[src/rtl/circ_fir_engine.sv]
module circ_fir_engine #(
  parameter int DW   = 16,
  parameter int ACCW = 40,
  parameter int MAXN = 32
) (
  input  logic                   clk,
  input  logic                   rst_n,
  input  logic                   start,
  input  logic [$clog2(MAXN+1)-1:0] taps,
  input  logic                   wr_en,
  input  logic [1:0]             wr_sel,
  input  logic [$clog2(MAXN)-1:0] wr_addr,
  input  logic [DW-1:0]          wr_data,
  output logic                   busy,
  output logic                   done,
  output logic [ACCW-1:0]        result,
  output logic [$clog2(MAXN)-1:0] saved_idx
);
  localparam int IW = $clog2(MAXN);
  localparam int NW = $clog2(MAXN+1);
  localparam int PW = 2*DW;
  localparam logic [NW-1:0] NMAX = NW'(MAXN);
  localparam logic [NW-1:0] ONE  = NW'(1);

  typedef enum logic [1:0] {S_IDLE, S_LOAD, S_ACC, S_WB} st_t;

  st_t st;
  logic signed [DW-1:0] dmem [MAXN];
  logic signed [DW-1:0] cmem [MAXN];
  logic [IW-1:0] sidx, widx, cidx;
  logic [NW-1:0] n_r;
  logic signed [ACCW-1:0] acc;

  wire [NW-1:0] n_eff = (taps == '0) ? ONE : ((taps > NMAX) ? NMAX : taps);
  wire signed [PW-1:0] prod = dmem[widx] * cmem[cidx];
  wire w_last = (NW'(widx) == n_r - ONE);
  wire c_last = (NW'(cidx) == n_r - ONE);

  assign busy      = (st != S_IDLE);
  assign done      = (st == S_WB);
  assign result    = acc;
  assign saved_idx = sidx;

  always_ff @(posedge clk) begin
    if (!rst_n) begin
      for (int i = 0; i < MAXN; i++) begin
        dmem[i] <= '0;
        cmem[i] <= '0;
      end
    end else if (wr_en) begin
      if (wr_sel == 2'd0) dmem[wr_addr] <= wr_data;
      if (wr_sel == 2'd1) cmem[wr_addr] <= wr_data;
    end
  end

  always_ff @(posedge clk) begin
    if (!rst_n) begin
      st   <= S_IDLE;
      sidx <= '0;
      widx <= '0;
      cidx <= '0;
      n_r  <= ONE;
      acc  <= '0;
    end else begin
      case (st)
        S_IDLE: begin
          if (wr_en && wr_sel == 2'd2) sidx <= wr_data[IW-1:0];
          if (start) begin
            n_r <= n_eff;
            st  <= S_LOAD;
          end
        end
        S_LOAD: begin
          acc  <= '0;
          cidx <= '0;
          widx <= (NW'(sidx) >= n_r) ? '0 : sidx;
          st   <= S_ACC;
        end
        S_ACC: begin
          acc  <= acc + {{(ACCW-PW){prod[PW-1]}}, prod};
          widx <= w_last ? '0 : widx + 1'b1;
          cidx <= cidx + 1'b1;
          if (c_last) st <= S_WB;
        end
        default: begin
          sidx <= widx;
          st   <= S_IDLE;
        end
      endcase
    end
  end

  logic [NW:0] run_cyc;
  always_ff @(posedge clk) begin
    if (!rst_n || !busy) run_cyc <= '0;
    else                 run_cyc <= run_cyc + 1'b1;
  end

  p_done_single_r7: assert property (@(posedge clk) disable iff (!rst_n)
    done |=> !done);
  p_run_length_r8: assert property (@(posedge clk) disable iff (!rst_n)
    done |-> (run_cyc == {1'b0, n_r} + (NW+1)'(1)));
  p_start_ignored_r6: assert property (@(posedge clk) disable iff (!rst_n)
    (busy && start) |=> (st != S_LOAD));
  p_index_range_r3: assert property (@(posedge clk) disable iff (!rst_n)
    (st == S_ACC) |-> (NW'(widx) < n_r));
  p_coef_from_zero_r3: assert property (@(posedge clk) disable iff (!rst_n)
    (st == S_LOAD) |=> (cidx == '0));
  p_clear_on_load_r2: assert property (@(posedge clk) disable iff (!rst_n)
    (st == S_LOAD) |=> (acc == '0));
  p_hold_saved_r9: assert property (@(posedge clk) disable iff (!rst_n)
    (busy && !done) |=> $stable(saved_idx));
endmodule

[config.mk]
export PLATFORM = sky130hd
export DESIGN_NAME = circ_fir_engine
export DESIGN_NICKNAME = d
export VERILOG_FILES = /design/src/rtl/circ_fir_engine.sv
export SDC_FILE = /design/constraint.sdc
export NUM_CORES = 2
export LEC_CHECK = 0
export ABC_AREA = 1
export BUFFER_PORTS_ARGS = -buffer_cell sky130_fd_sc_hd__clkbuf_2
export CAP_MARGIN = 20
export CORE_MARGIN = 2
export CORE_UTILIZATION = 45
export DETAILED_ROUTE_END_ITERATION = 12
export PLACE_DENSITY = 0.69
export SYNTH_ARGS = -nofsm -noshare
export SYNTH_HDL_FRONTEND = slang
export SYNTH_SLANG_ARGS = --single-unit
[constraint.sdc]
create_clock -name clk -period 18.8 [get_ports clk]
set_input_delay 3.76 -clock clk [delete_from_list [all_inputs] [get_ports clk]]
set_output_delay 3.76 -clock clk [all_outputs]
set_load 0.02 [all_outputs]
==> flow_metrics.tcl <==
set metrics [dict create \
    yosysTopAreaCell "edfxtp_1" \
    grt_pass1_vias 45746 \
    drive_above_1_share 0.0629 \
    drc 0 \
    wl_met3_um 17000 \
    via_per_inst 5.80 \
    grt_pass1_wl_um 274000 \
    cts_tree "yes" \
    skew_ns 0.0667 \
    finalWirelength_um 180000 \
    ys_types 44 \
    grt_overflow 0 \
    critPathMaxFanout 53 \
    hold_viol 0 \
    core_area_um2 134000 \
    dp_hpwl_um 113000 \
    pin_count 80 \
    synthTopCellsByArea "edfxtp_1, nor2_1, fa_1" \
    synth_mux_area_frac 0 \
    critPathKind "reg -> reg" \
    start_kind "flop" \
    finalSetupViolations 0 \
    cp_data_required_time_ns 19.44 \
    cts_made_buffers 116 \
    clkSinkCount 1097 \
    post_cts_resize_count 0 \
    end_kind "flop" \
    synth-xor-area-share 0.00620 \
    htreeDepth 3 \
    relSlewSlack 0.283 \
    ctsHoldBuffers 0 \
    wl_met1_um 70000 \
    place.gp.congestion 0.964 \
    drv_slew 0 \
    io_buffers 79 \
    cts.clk_slew.worst_paths_ns 0.06 \
    async_flop_share 0 \
    synthFlopType "edfxtp_1" \
    synth_edf_count 1024 \
    clock_latency_ns 0.77 \
    arrival_ns 11.65 \
    synth_compound_area_frac 0.113 \
    max_freq_ghz 0.0908 \
    grt_usage 0.258 \
    stdcell_area_um2 65800 \
    ant_nets 0 \
    multi_input_area_um2 24700 \
    antenna_found_initial 6 \
    synth_simple_gate_area_share 0.173 \
    outcome "complete, no violations" \
    initial_core_util 0.454 \
    fin_crit_ns 11.01 \
    drt_iter0_markers 5029 \
    synth_cells 6344 \
    period_share 0.586 \
    synth_top_family_by_area "simple AND/OR/NAND/NOR gates" \
    seq_area_um2 32200 \
    grt_max_degree 204 \
    hp-class "reg -> reg" \
    routed-via-count 46698 \
    dieArea_um2 138000 \
    top_layer_used "met5" \
    num_rows 134 \
    syn-num-nets 6774 \
    critPathSlowestCell "buf_4" \
    clock_tree.buffer_depth 3 \
    postCtsSetupBuffers 0 \
    fillers 12103 \
    synthAdderAreaFrac 0.114 \
    min_from "n_r[3]$_SDFFE_PN0P_" \
    wl_per_cell_um 22.3 \
    yosysWarningCount 0 \
    clockRootBuffer "clkbuf_16" \
    rsz0062_at_grt "false" \
    placed_area_um2 62000 \
    syn2layout_area_growth_pct 8.37 \
    maxCapViolations 0 \
    drtPass1Iterations 8 \
    ys_ff_latch 1097 \
    netlist_area_um2 60700 \
    die_h_um 371 \
    die_x_um 371 \
    yosysTopAreaCellShare 0.507 \
    nets 6613 \
    ys_seq_area_frac 0.531 \
    fin_setup_tns_ns 0 \
    cp_slowest_stage_delay_ns 0.58 \
    wl_met2_um 85300 \
    tightest_slew_ns 1.08 \
    syn_area_per_cell_um2 9.57 \
]
-- layout by cell type, fill, tap and decap left out, types with 6 or more instances in the layout --
cell / instances
a21o_1: 17
nor2_1: 1894
o22ai_1: 68
nand2_1: 596
dfxtp_1: 67
clkbuf_1: 22
nor3_1: 13
buf_4: 64
o21bai_1: 7
o21ai_2: 20
o21ai_1: 11
a31oi_1: 12
clkbuf_2: 78
o21ai_4: 6
clkinv_1: 24
nand4_1: 11
xnor2_1: 14
ha_1: 134
inv_1: 483
o211ai_1: 7
nand3_1: 173
o31ai_1: 10
xor2_1: 29
inv_2: 34
fa_1: 263
bufinv_16: 11
o21ai_0: 641
or2_2: 7
clkbuf_16: 117
o221ai_1: 190
edfxtp_1: 1024
clkinv_2: 31
a21oi_1: 148
-- kinds of logic after synthesis --
logic type                 count (synthesis)
xor gates and xnor gates                  43
adders and majority gates                397
buffers and inverters                    947
and+or+nand+nor                         2709
DFF                                     1097
AOI/OAI and AO/OA                       1151
-- state kept, by name, indices dropped and copies added (netlist names), named ones only --
signal,cells
cidx,5
cmem,512
dmem,512
n_r,6
result,40
saved_idx,5
st,2
widx,5
-- per-layer routing --
| metal | GRT usage | vias up |
|---|---|---|
| met5 | 0 | - |
| met3 | 0.0443 | 391 |
| met1 | 0.341 | 22921 |
| met2 | 0.422 | 2386 |
| met4 | 0.108 | 4 |
| li1 | - | 20996 |
-- worst paths after layout --
kind,endpoint,slack [ns],depth (start not counted)
setup / recovery,result[26]$_SDFFE_PN0N_,7.79,40
hold / removal,n_r[3]$_SDFFE_PN0P_,0.49,2
setup reg to reg,result[26]$_SDFFE_PN0N_,7.79,40
hold reg to reg,n_r[3]$_SDFFE_PN0P_,0.49,2
-- stage by stage --
stage / setup WS (ns) / cells / utilization / hold slack [ns]
4_1_cts: 8.03 / 8046 / 0.492 / 0.492
3_5_place_dp: 8.09 / 7833 / 0.464 / 0.482
3_3_place_gp: 8.06 / 7832 / 0.464 / 0.473
5_1_grt: 7.12 / 8048 / 0.492 / 0.509
6_report: 7.79 / 8051 / 0.492 / 0.491
2_1_floorplan: 11.04 / 6344 / - / 0.459
-- layout make-up --
class                      count  area share
sequential                  1097       0.490
multi-input combinational   4300       0.375
clock buffer                 139      0.0458
tap                         1768      0.0336
inverter                     524      0.0301
timing repair buffer         144      0.0140
clock inverter                74      0.0113
antenna                        5    0.000190
-- synthesized netlist by cell type (all sizes together) (68+ instances only) --
| library cell | number |
|---|---|
| o21ai | 678 |
| ha | 134 |
| o221ai | 190 |
| buf | 141 |
| nand2 | 596 |
| nand3 | 173 |
| clkbuf | 282 |
| inv | 521 |
| o22ai | 68 |
| a21oi | 148 |
| dfxtp | 73 |
| edfxtp | 1024 |
| nor2 | 1896 |
| fa | 263 |
-- critical path: cells and delay by family (launching register included) --
family                     cells  cell delay [ns]
AOI/OAI and AO/OA             12             2.95
xor gates and xnor gates       1             0.26
adders and majority gates      8             3.42
buffers and inverters         10             2.17
DFF                            1             0.46
and+or+nand+nor                9             1.49
Power is left out: the tool's default activity adds up to more than one toggle a clock period on the data nets, which glitch-free logic cannot reach.
